`config.mk`:
```
export PLATFORM = sky130hd
export DESIGN_NAME = alu_exec
export DESIGN_NICKNAME = d
export VERILOG_FILES = /design/src/rtl/alu_pkg.sv /design/src/rtl/alu_decode.sv /design/src/rtl/alu_addsub.sv /design/src/rtl/alu_bitwise.sv /design/src/rtl/alu_exec.sv
export SDC_FILE = /design/constraint.sdc
export NUM_CORES = 1
export LEC_CHECK = 0
export BUFFER_PORTS_ARGS = -buffer_cell sky130_fd_sc_hd__buf_2
export CAP_MARGIN = 20
export CORE_MARGIN = 1.5
export CORE_UTILIZATION = 60
export CTS_BUF_LIST = sky130_fd_sc_hd__clkbuf_2 sky130_fd_sc_hd__clkbuf_4 sky130_fd_sc_hd__clkbuf_8
export DETAILED_ROUTE_END_ITERATION = 10
export PLACE_DENSITY = 0.86
export SLEW_MARGIN = 10
export SYNTH_ARGS = -nofsm -noshare
export SYNTH_HDL_FRONTEND = slang
export SYNTH_SLANG_ARGS = --single-unit
```
`constraint.sdc`:
```
create_clock -name clk_i -period 1.2 [get_ports clk_i]
set_input_delay 0.06 -clock clk_i [delete_from_list [all_inputs] [get_ports clk_i]]
set_output_delay 0.06 -clock clk_i [all_outputs]
set_load 0.01 [all_outputs]
```
`src/rtl/alu_pkg.sv`:
```
package alu_pkg;
  localparam int unsigned IW   = 32;
  localparam int unsigned RIDX = 5;

  typedef enum logic [2:0] {
    OP_MOV = 3'd0,
    OP_ADD = 3'd1,
    OP_SUB = 3'd2,
    OP_AND = 3'd3,
    OP_ORR = 3'd4,
    OP_EOR = 3'd5,
    OP_ILL = 3'd6
  } op_e;

  typedef struct packed {
    op_e             op;
    logic            use_imm;
    logic            set_flags;
    logic [RIDX-1:0] rd;
    logic [15:0]     imm16;
    logic [1:0]      hw;
    logic [11:0]     imm12;
    logic            imm_sh;
  } dec_t;
endpackage

```
`src/rtl/alu_decode.sv`:
```
module alu_decode
  import alu_pkg::*;
(
  input  logic [IW-1:0] instr_i,
  output dec_t          dec_o,
  output logic          legal_o
);
  logic is_mov, is_addi, is_addr, is_log;

  always_comb begin
    is_mov  = (instr_i[31:23] == 9'b110100101);
    is_addi = instr_i[31] && (instr_i[28:23] == 6'b100010);
    is_addr = instr_i[31] && (instr_i[28:21] == 8'b01011000) && (instr_i[15:10] == 6'd0);
    is_log  = instr_i[31] && (instr_i[28:21] == 8'b01010000) && (instr_i[15:10] == 6'd0)
              && (instr_i[30:29] != 2'b11);
  end

  always_comb begin
    dec_o.rd        = instr_i[4:0];
    dec_o.imm16     = instr_i[20:5];
    dec_o.hw        = instr_i[22:21];
    dec_o.imm12     = instr_i[21:10];
    dec_o.imm_sh    = instr_i[22];
    dec_o.use_imm   = is_addi;
    dec_o.set_flags = (is_addi || is_addr) && instr_i[29];
    dec_o.op        = OP_ILL;
    if (is_mov) dec_o.op = OP_MOV;
    else if (is_addi || is_addr) dec_o.op = instr_i[30] ? OP_SUB : OP_ADD;
    else if (is_log) begin
      unique case (instr_i[30:29])
        2'b00:   dec_o.op = OP_AND;
        2'b01:   dec_o.op = OP_ORR;
        default: dec_o.op = OP_EOR;
      endcase
    end
    legal_o = (dec_o.op != OP_ILL);
  end

  // the instruction classes must never overlap
  always_comb begin
    p_class_onehot_r10: assert ($onehot0({is_mov, is_addi, is_addr, is_log}));
  end
endmodule

```
`src/rtl/alu_addsub.sv`:
```
module alu_addsub #(
  parameter int unsigned XLEN = 64
) (
  input  logic [XLEN-1:0] a_i,
  input  logic [XLEN-1:0] b_i,
  input  logic            sub_i,
  output logic [XLEN-1:0] sum_o,
  output logic [3:0]      nzcv_o
);
  logic [XLEN-1:0] b_eff;
  logic            cout;

  always_comb begin
    b_eff         = sub_i ? ~b_i : b_i;
    {cout, sum_o} = {1'b0, a_i} + {1'b0, b_eff} + {{XLEN{1'b0}}, sub_i};
    nzcv_o[3]     = sum_o[XLEN-1];
    nzcv_o[2]     = (sum_o == '0);
    nzcv_o[1]     = cout;
    nzcv_o[0]     = (a_i[XLEN-1] == b_eff[XLEN-1]) && (sum_o[XLEN-1] != a_i[XLEN-1]);
  end

  always_comb begin
    if (sub_i) p_sub_carry_r8: assert (cout == (a_i >= b_i));
    else       p_add_carry_r7: assert (cout == (sum_o < a_i));
  end
endmodule

```
`src/rtl/alu_bitwise.sv`:
```
module alu_bitwise #(
  parameter int unsigned XLEN = 64
) (
  input  logic [XLEN-1:0] a_i,
  input  logic [XLEN-1:0] b_i,
  input  logic [1:0]      sel_i,
  output logic [XLEN-1:0] y_o
);
  always_comb begin
    unique case (sel_i)
      2'd0:    y_o = a_i & b_i;
      2'd1:    y_o = a_i | b_i;
      default: y_o = a_i ^ b_i;
    endcase
  end
endmodule

```
`src/rtl/alu_exec.sv`:
```
module alu_exec
  import alu_pkg::*;
#(
  parameter int unsigned XLEN = 64
) (
  input  logic            clk_i,
  input  logic            rst_ni,
  input  logic            valid_i,
  input  logic [31:0]     instr_i,
  input  logic [XLEN-1:0] op_a_i,
  input  logic [XLEN-1:0] op_b_i,
  output logic            wr_en_o,
  output logic [4:0]      rd_o,
  output logic [XLEN-1:0] result_o,
  output logic [3:0]      flags_o,
  output logic            illegal_o
);
  dec_t            dec;
  logic            legal;
  logic [XLEN-1:0] imm_ext, b_sel, mov_val, sum, logic_y, res_d;
  logic [3:0]      nzcv;
  logic [1:0]      log_sel;
  logic            accept, upd_flags;

  alu_decode u_dec (
    .instr_i (instr_i),
    .dec_o   (dec),
    .legal_o (legal)
  );

  always_comb begin
    imm_ext = dec.imm_sh ? XLEN'({dec.imm12, 12'b0}) : XLEN'(dec.imm12);
    b_sel   = dec.use_imm ? imm_ext : op_b_i;
    mov_val = XLEN'(dec.imm16) << {dec.hw, 4'b0000};
    log_sel = (dec.op == OP_AND) ? 2'd0 : (dec.op == OP_ORR) ? 2'd1 : 2'd2;
  end

  alu_addsub #(.XLEN(XLEN)) u_add (
    .a_i    (op_a_i),
    .b_i    (b_sel),
    .sub_i  (dec.op == OP_SUB),
    .sum_o  (sum),
    .nzcv_o (nzcv)
  );

  alu_bitwise #(.XLEN(XLEN)) u_log (
    .a_i   (op_a_i),
    .b_i   (op_b_i),
    .sel_i (log_sel),
    .y_o   (logic_y)
  );

  always_comb begin
    unique case (dec.op)
      OP_MOV:         res_d = mov_val;
      OP_ADD, OP_SUB: res_d = sum;
      default:        res_d = logic_y;
    endcase
    accept    = valid_i && legal;
    upd_flags = accept && dec.set_flags;
  end

  always_ff @(posedge clk_i or negedge rst_ni) begin
    if (!rst_ni) begin
      wr_en_o   <= 1'b0;
      illegal_o <= 1'b0;
      rd_o      <= '0;
      result_o  <= '0;
      flags_o   <= '0;
    end else begin
      wr_en_o   <= accept;
      illegal_o <= valid_i && !legal;
      if (accept) begin
        rd_o     <= dec.rd;
        result_o <= res_d;
      end
      if (upd_flags) flags_o <= nzcv;
    end
  end

  p_wr_after_valid_r6: assert property (@(posedge clk_i) disable iff (!rst_ni)
    wr_en_o |-> $past(valid_i));
  p_pulse_excl_r10: assert property (@(posedge clk_i) disable iff (!rst_ni)
    !(wr_en_o && illegal_o));
  p_illegal_after_valid_r10: assert property (@(posedge clk_i) disable iff (!rst_ni)
    illegal_o |-> $past(valid_i));
  p_flags_hold_r9: assert property (@(posedge clk_i) disable iff (!rst_ni)
    !upd_flags |=> $stable(flags_o));
endmodule

```
==> impl_metrics.toml, run 1 <==
[floorplan]
fp.dieW_microns = 147
num_rows = 52
start_util_pct = 61.3
dieHeight_microns = 147
io_pins = 238

[place]
hpwl_mm = 48.7
place_ws_ns = -4.31
place_congestion = 1.22
portBuffers = 237

[yosys]
yosys_register_bits = 75
synth-edff-count = 0
netlist_instances = 1755
syn-num-nets = 2110
synth.avg_cell_area_sq_um = 7.10
synthArstFlopShare_pct = 100
syn_area_sq_mm = 0.0125
synth_top_cell_area_share_pct = 19.2
seq_area_frac_synth_pct = 15.1
ys_top_cells_by_area = "ha_1 19%, dfrtp_1 15%, nand2_1 9.0%, o21ai_0 7.8%, xnor2_1 6.5%"
ys_types = 77
synth_top_area_cell = "ha_1"
synth_warnings = 0
synthFlopType = "dfrtp_1"

[cts]
cts_num_sinks = 75
cts_setup_buffers = 119
cts-root-buf = "clkbuf_8"
cts.repair.resized = 392
cts_hold_buffers = 6
cts_made_buffers = 9
htreeDepth = 3
clk_path_buf_depth = 2

[run_status]
outcome = "did not finish"
tool.error = "[ERROR DPL-0038] Utilization greater than 100%, impossible to legalize"
stop_stage = "clock tree synthesis"
kinds of logic after synthesis:
kind of cell / Yosys count / synth area share [%]
buf+inv: 258 / 7.90
mux: 23 / 1.88
xor+xnor: 114 / 8.02
simple gates: 570 / 21.2
fa+ha+maj: 192 / 19.4
compound gates: 523 / 26.5
flops: 75 / 15.1
through the flow:
stage               TNS [ns]  std cells  area [sq um]
floorplan            -146.76       1755         13000
global placement     -191.88       2660         17900
detailed placement   -212.67       2661         17900
cells in the mapped netlist (all sizes together) (6+ instances only):
| cell | number |
|---|---|
| a211oi | 20 |
| a21o | 13 |
| nand2 | 300 |
| nand4 | 22 |
| dfrtp | 75 |
| mux2i | 20 |
| a21boi | 6 |
| o21a | 7 |
| and2 | 19 |
| xor2 | 22 |
| or3 | 10 |
| o211ai | 7 |
| o21bai | 7 |
| nor3 | 29 |
| a31oi | 10 |
| o21ai | 208 |
| nor4 | 7 |
| clkbuf | 91 |
| and4 | 7 |
| ha | 191 |
| nor2 | 98 |
| nand2b | 12 |
| nand3 | 15 |
| nor3b | 11 |
| inv | 157 |
| o31ai | 18 |
| a222oi | 45 |
| a221oi | 15 |
| a21oi | 123 |
| buf | 9 |
| xnor2 | 92 |
| nor2b | 10 |
==> inputs of run 2 (changes only) <==
CORE_UTILIZATION = 40   (was 60)
CTS_BUF_LIST = default   (was sky130_fd_sc_hd__clkbuf_2 sky130_fd_sc_hd__clkbuf_4 sky130_fd_sc_hd__clkbuf_8)
PLACE_DENSITY = default   (was 0.86)
PLACE_DENSITY_LB_ADDON = 0.15   (was default)
==> run 2 against run 1 <==
  * The flow now finishes, with violations (negative setup slack)
  * Synthesized cell count did not move
  * Area after synthesis did not move
==> impl_metrics.toml, run 2 <==
[finish]
top_regs = "result_o x64, rd_o x5, flags_o x4"
layout-drive-gt1-share_pct = 46.2
layout_commonest_cell = "buf_4"
final_cell_mix = "529 x buf_4, 272 x nand2_1, 230 x buf_2, 183 x ha_1, 157 x inv_1"
largest_reg_flops = 64
largest-register = "result_o"
stdcell_count = 2927
syn_to_final_growth_pct = 71.6
num_antenna_cells = 0
final_nets = 2881

[worst_setup_path]
critPathLaunchType = "input port"
critPathKind = "in -> reg"
cpPeakStageDelay_ns = 0.51
path_cells = "buf_6 -> nor4b_4 -> nand2_2 -> buf_4 -> nor3b_4 -> a21oi_2 -> xnor2_2 -> inv_1 -> fa_2 -> nand2b_4 -> a211oi_4 -> nor2_2 -> xnor2_1 -> or4b_4 -> nor4_4 -> nand4_1 -> or4_1 -> or4b_4 -> nor4_4 -> buf_4 -> nand4b_1 -> o31ai_2"
cp-end-kind = "flop"
crit_required_ns = 1.49
crit_fanout = 3
arrival_ns = 5.04
slowest_stage = "or4b_4"

[floorplan]
dieHeight_microns = 179
fp.dieW_microns = 179
io_pins = 238
start_util_pct = 40.7
num_rows = 64
core_area_sq_mm = 0.0306
die-area_sq_mm = 0.0322

[timing]
fmax_mhz = 211
fin_ws_ns = -3.54
worst_slew_pin_slew_ns = 0.771
period_minus_slack_ns = 4.74
clock-skew-final_ns = 0
finalSetupTns_ns = -165.58
post-route-period-util_pct = 395
hold_viol_final = 0
rsz0062_at_grt = "yes"
relSlewSlack_pct = 48.6
setup_viol = 75
final_max_slew_viol_count = 0

[yosys]
syn-num-nets = 2110
netlist_instances = 1755
synth_top_area_cell = "ha_1"
syn_area_sq_mm = 0.0125
yosys-top-cells-count = "300 x nand2_1, 194 x o21ai_0, 191 x ha_1"
synth_warnings = 0
seq_area_frac_synth_pct = 15.1
synthArstFlopShare_pct = 100
synth-edff-count = 0
ys_top_cells_by_area = "ha_1 19%, dfrtp_1 15%, nand2_1 9.0%, o21ai_0 7.8%, xnor2_1 6.5%"
yosysMostFrequentCell = "nand2_1"
ys_types = 77
synthFlopType = "dfrtp_1"
synth.avg_cell_area_sq_um = 7.10
yosys_register_bits = 75
synth_top_cell_area_share_pct = 19.2

[power_and_ir_drop]
powerDensity_mw_per_mm2 = 744
total_power_w = 0.0159
ir_drop_mv = 0.704
p_leak_nw = 10.8

[place]
hpwl_mm = 46.4
place_congestion = 0.974
numPlacedInstances = 2826
portBuffers = 237

[grt]
grt_pass1_wl_mm = 91.9
grt_pass1_vias = 16311
grtUsageTotal_pct = 36.3
antenna_found_initial = 0
grt_max_degree = 65
gr-total-overflow = 0

[drt]
drtPass1Iterations = 6
drcViolationCount = 0
vias_per_cell = 5.61
m1WireLength_mm = 26.1
detail_route.wl_per_cell_microns = 20.6
vias = 16424
wirelength_mm = 60.4
drtIter0Drc = 1479
met2_length_mm = 27.2
postRouteAntennaNets = 0
wl_met3_mm = 4.37
top_layer = "met4"

[cts]
cts_tree = "built"
clk_path_buf_depth = 2
clkTransAtPathRegs_ns = 0.08
clk_latency_ns = 0.38
htreeDepth = 3
cts_made_buffers = 9
cts-root-buf = "clkbuf_16"
cts_num_sinks = 75

[run_status]
violations = "negative setup slack"
outcome = "finished, violations left"

[flow_run]
maxCapViolCount = 0

[hold_path]
min_path_type = "in -> async"
==> run 2: cell counts after synthesis <==
No cell type changed its count.
==> run 2: logic make-up (layout without fill, tap and decap cells) <==
family          Yosys count  in the layout  share of synthesized area [%]
xor+xnor                114            114                           8.02
buf+inv                 258           1034                           7.90
mux                      23             23                           1.88
fa+ha+maj               192            192                           19.4
compound gates          523            523                           26.5
simple gates            570            570                           21.2
flops                    75             75                           15.1
==> run 2: final timing paths <==
| check | startpoint | to | slack [ns] | depth (start not counted) |
|---|---|---|---|---|
| worst max-delay path | instr_i[25] | flags_o[2]$_DFFE_PN0P_ | -3.54 | 22 |
| worst min-delay path | rst_ni | result_o[57]$_DFFE_PN0P_ | 0.03 | 2 |
| worst max register to register | result_o[55]$_DFFE_PN0P_ | result_o[55]$_DFFE_PN0P_ | 0.44 | 1 |
| worst min register to register | rd_o[2]$_DFFE_PN0P_ | rd_o[2]$_DFFE_PN0P_ | 0.46 | 2 |
| max in group asynchronous | rst_ni | result_o[11]$_DFFE_PN0P_ | 0.70 | 3 |
| min in group clk_i | op_a_i[63] | flags_o[0]$_DFFE_PN0P_ | 0.10 | 4 |
==> run 2: routing by layer <==
metal	global-route usage (%)	vias to the layer above
met1	47.7	7864
li1	-	7746
met3	5.77	131
met5	0	-
met4	16.1	0
met2	58.7	683
==> run 2: timing repair <==
action	CTS	global route
hold endpoints to repair	81	0
gates cloned	7	0
gates resized for setup	285	132
hold buffers	7	0
buffers inserted	70	7
pin swaps	133	58
endpoints found under the setup margin	75	75
==> run 2: cell type report <==
| class | instances | area (sq um) |
|---|---|---|
| repair buffers | 860 | 6580 |
| well taps | 396 | 495 |
| inverters | 158 | 598 |
| clock buffers | 9 | 225 |
| fillers | 2548 | 9210 |
| clock inverters | 7 | 65.1 |
| multi-input cells | 1422 | 11500 |
| flip-flops and latches | 75 | 1880 |
==> run 2: where the power goes <==
group	internal (W)	leakage (nW)	switching, W	total, W
sequential	0.00280	1.02	0.000154	0.00295
combinational	0.00484	9.66	0.00510	0.00994
clock	0.00146	0.141	0.00154	0.00300
==> run 2: critical path, delay by kind of cell <==
family                   cells  cell delay [ns]
AO/OA/AOI/OAI                3             0.63
XOR/XNOR                     2             0.31
adder cells (fa/ha/maj)      1             0.34
buffers and inverters        4             0.51
AND/OR/NAND/NOR             12             3.17
==> run 2: metrics by stage <==
| step | worst slack, ns | utilization [%] | hold slack [ns] | cell area [sq um] |
|---|---|---|---|---|
| after floorplan | -3.37 | - | -0.236 | 13000 |
| after global placement | -3.88 | 60.1 | -0.109 | 18400 |
| after detailed placement | -4.10 | 60.1 | -0.107 | 18400 |
| after CTS | -3.48 | 67.6 | 0.0172 | 20700 |
| after global routing | -3.74 | 69.9 | 0.0244 | 21400 |
| final | -3.54 | 69.9 | 0.0307 | 21400 |
Note: power is estimated with default switching activity, not from simulation.
==> inputs of run 3 (changes only) <==
CORE_UTILIZATION = 55   (was 40)
==> run 3 against run 2 <==
  * The run now fails in global routing
  * Synthesized cell count stayed put
  * Area after synthesis is the same
==> impl_metrics.toml, run 3 <==
[run_status]
outcome = "did not finish"
stop_stage = "global routing"
tool.error = "[ERROR GRT-0232] Routing congestion too high. Check the congestion heatmap in the GUI."

[yosys]
syn_area_sq_mm = 0.0125
synth_top_cell_area_share_pct = 19.2
synthFlopType = "dfrtp_1"
yosys_register_bits = 75
synth-edff-count = 0
ys_types = 77
synth_warnings = 0
yosysMostFrequentCell = "nand2_1"
synth_top_area_cell = "ha_1"
yosys-top-cells-count = "300 x nand2_1, 194 x o21ai_0, 191 x ha_1"
synthArstFlopShare_pct = 100
netlist_instances = 1755
seq_area_frac_synth_pct = 15.1
ys_top_cells_by_area = "ha_1 19%, dfrtp_1 15%, nand2_1 9.0%, o21ai_0 7.8%, xnor2_1 6.5%"
syn-num-nets = 2110
synth.avg_cell_area_sq_um = 7.10

[place]
portBuffers = 237
place_congestion = 1.05
numPlacedInstances = 2683
hpwl_mm = 45.8

[floorplan]
start_util_pct = 56.5
io_pins = 238
num_rows = 54
fp.dieW_microns = 153
dieHeight_microns = 153

[cts]
htreeDepth = 3
clk_path_buf_depth = 2
cts_made_buffers = 9
cts_num_sinks = 75
cts-root-buf = "clkbuf_16"

[grt]
grtUsageTotal_pct = 93.2
grt_max_degree = 77
gr-total-overflow = 466
run 3: cells by family after synthesis:
kind of cell | share of synthesized area [%]
adders and majority gates | 19.4
DFF | 15.1
AOI/OAI and AO/OA | 26.5
muxes | 1.88
and+or+nand+nor | 21.2
xor gates and xnor gates | 8.02
buffers and inverters | 7.90
run 3: timing repair:
item | in CTS
hold endpoints to repair | 80
gates resized for setup | 284
hold buffers | 6
setup buffers | 61
gates cloned | 6
setup endpoints to repair | 75
pin swaps | 125
run 3: stage by stage:
stage,setup WS [ns],setup TNS (ns),instance area [sq um]
floorplan,-3.37,-146.76,13000
global placement,-3.82,-194.93,18000
detailed placement,-4.06,-207.81,18000
CTS,-3.45,-163.55,20200
run 3: metal layers:
layer | GRT usage (%) | GRT overflow
met5 | 63.4 | 5
met2 | 104 | 270
met3 | 84.8 | 30
met1 | 90.9 | 19
met4 | 96.4 | 142
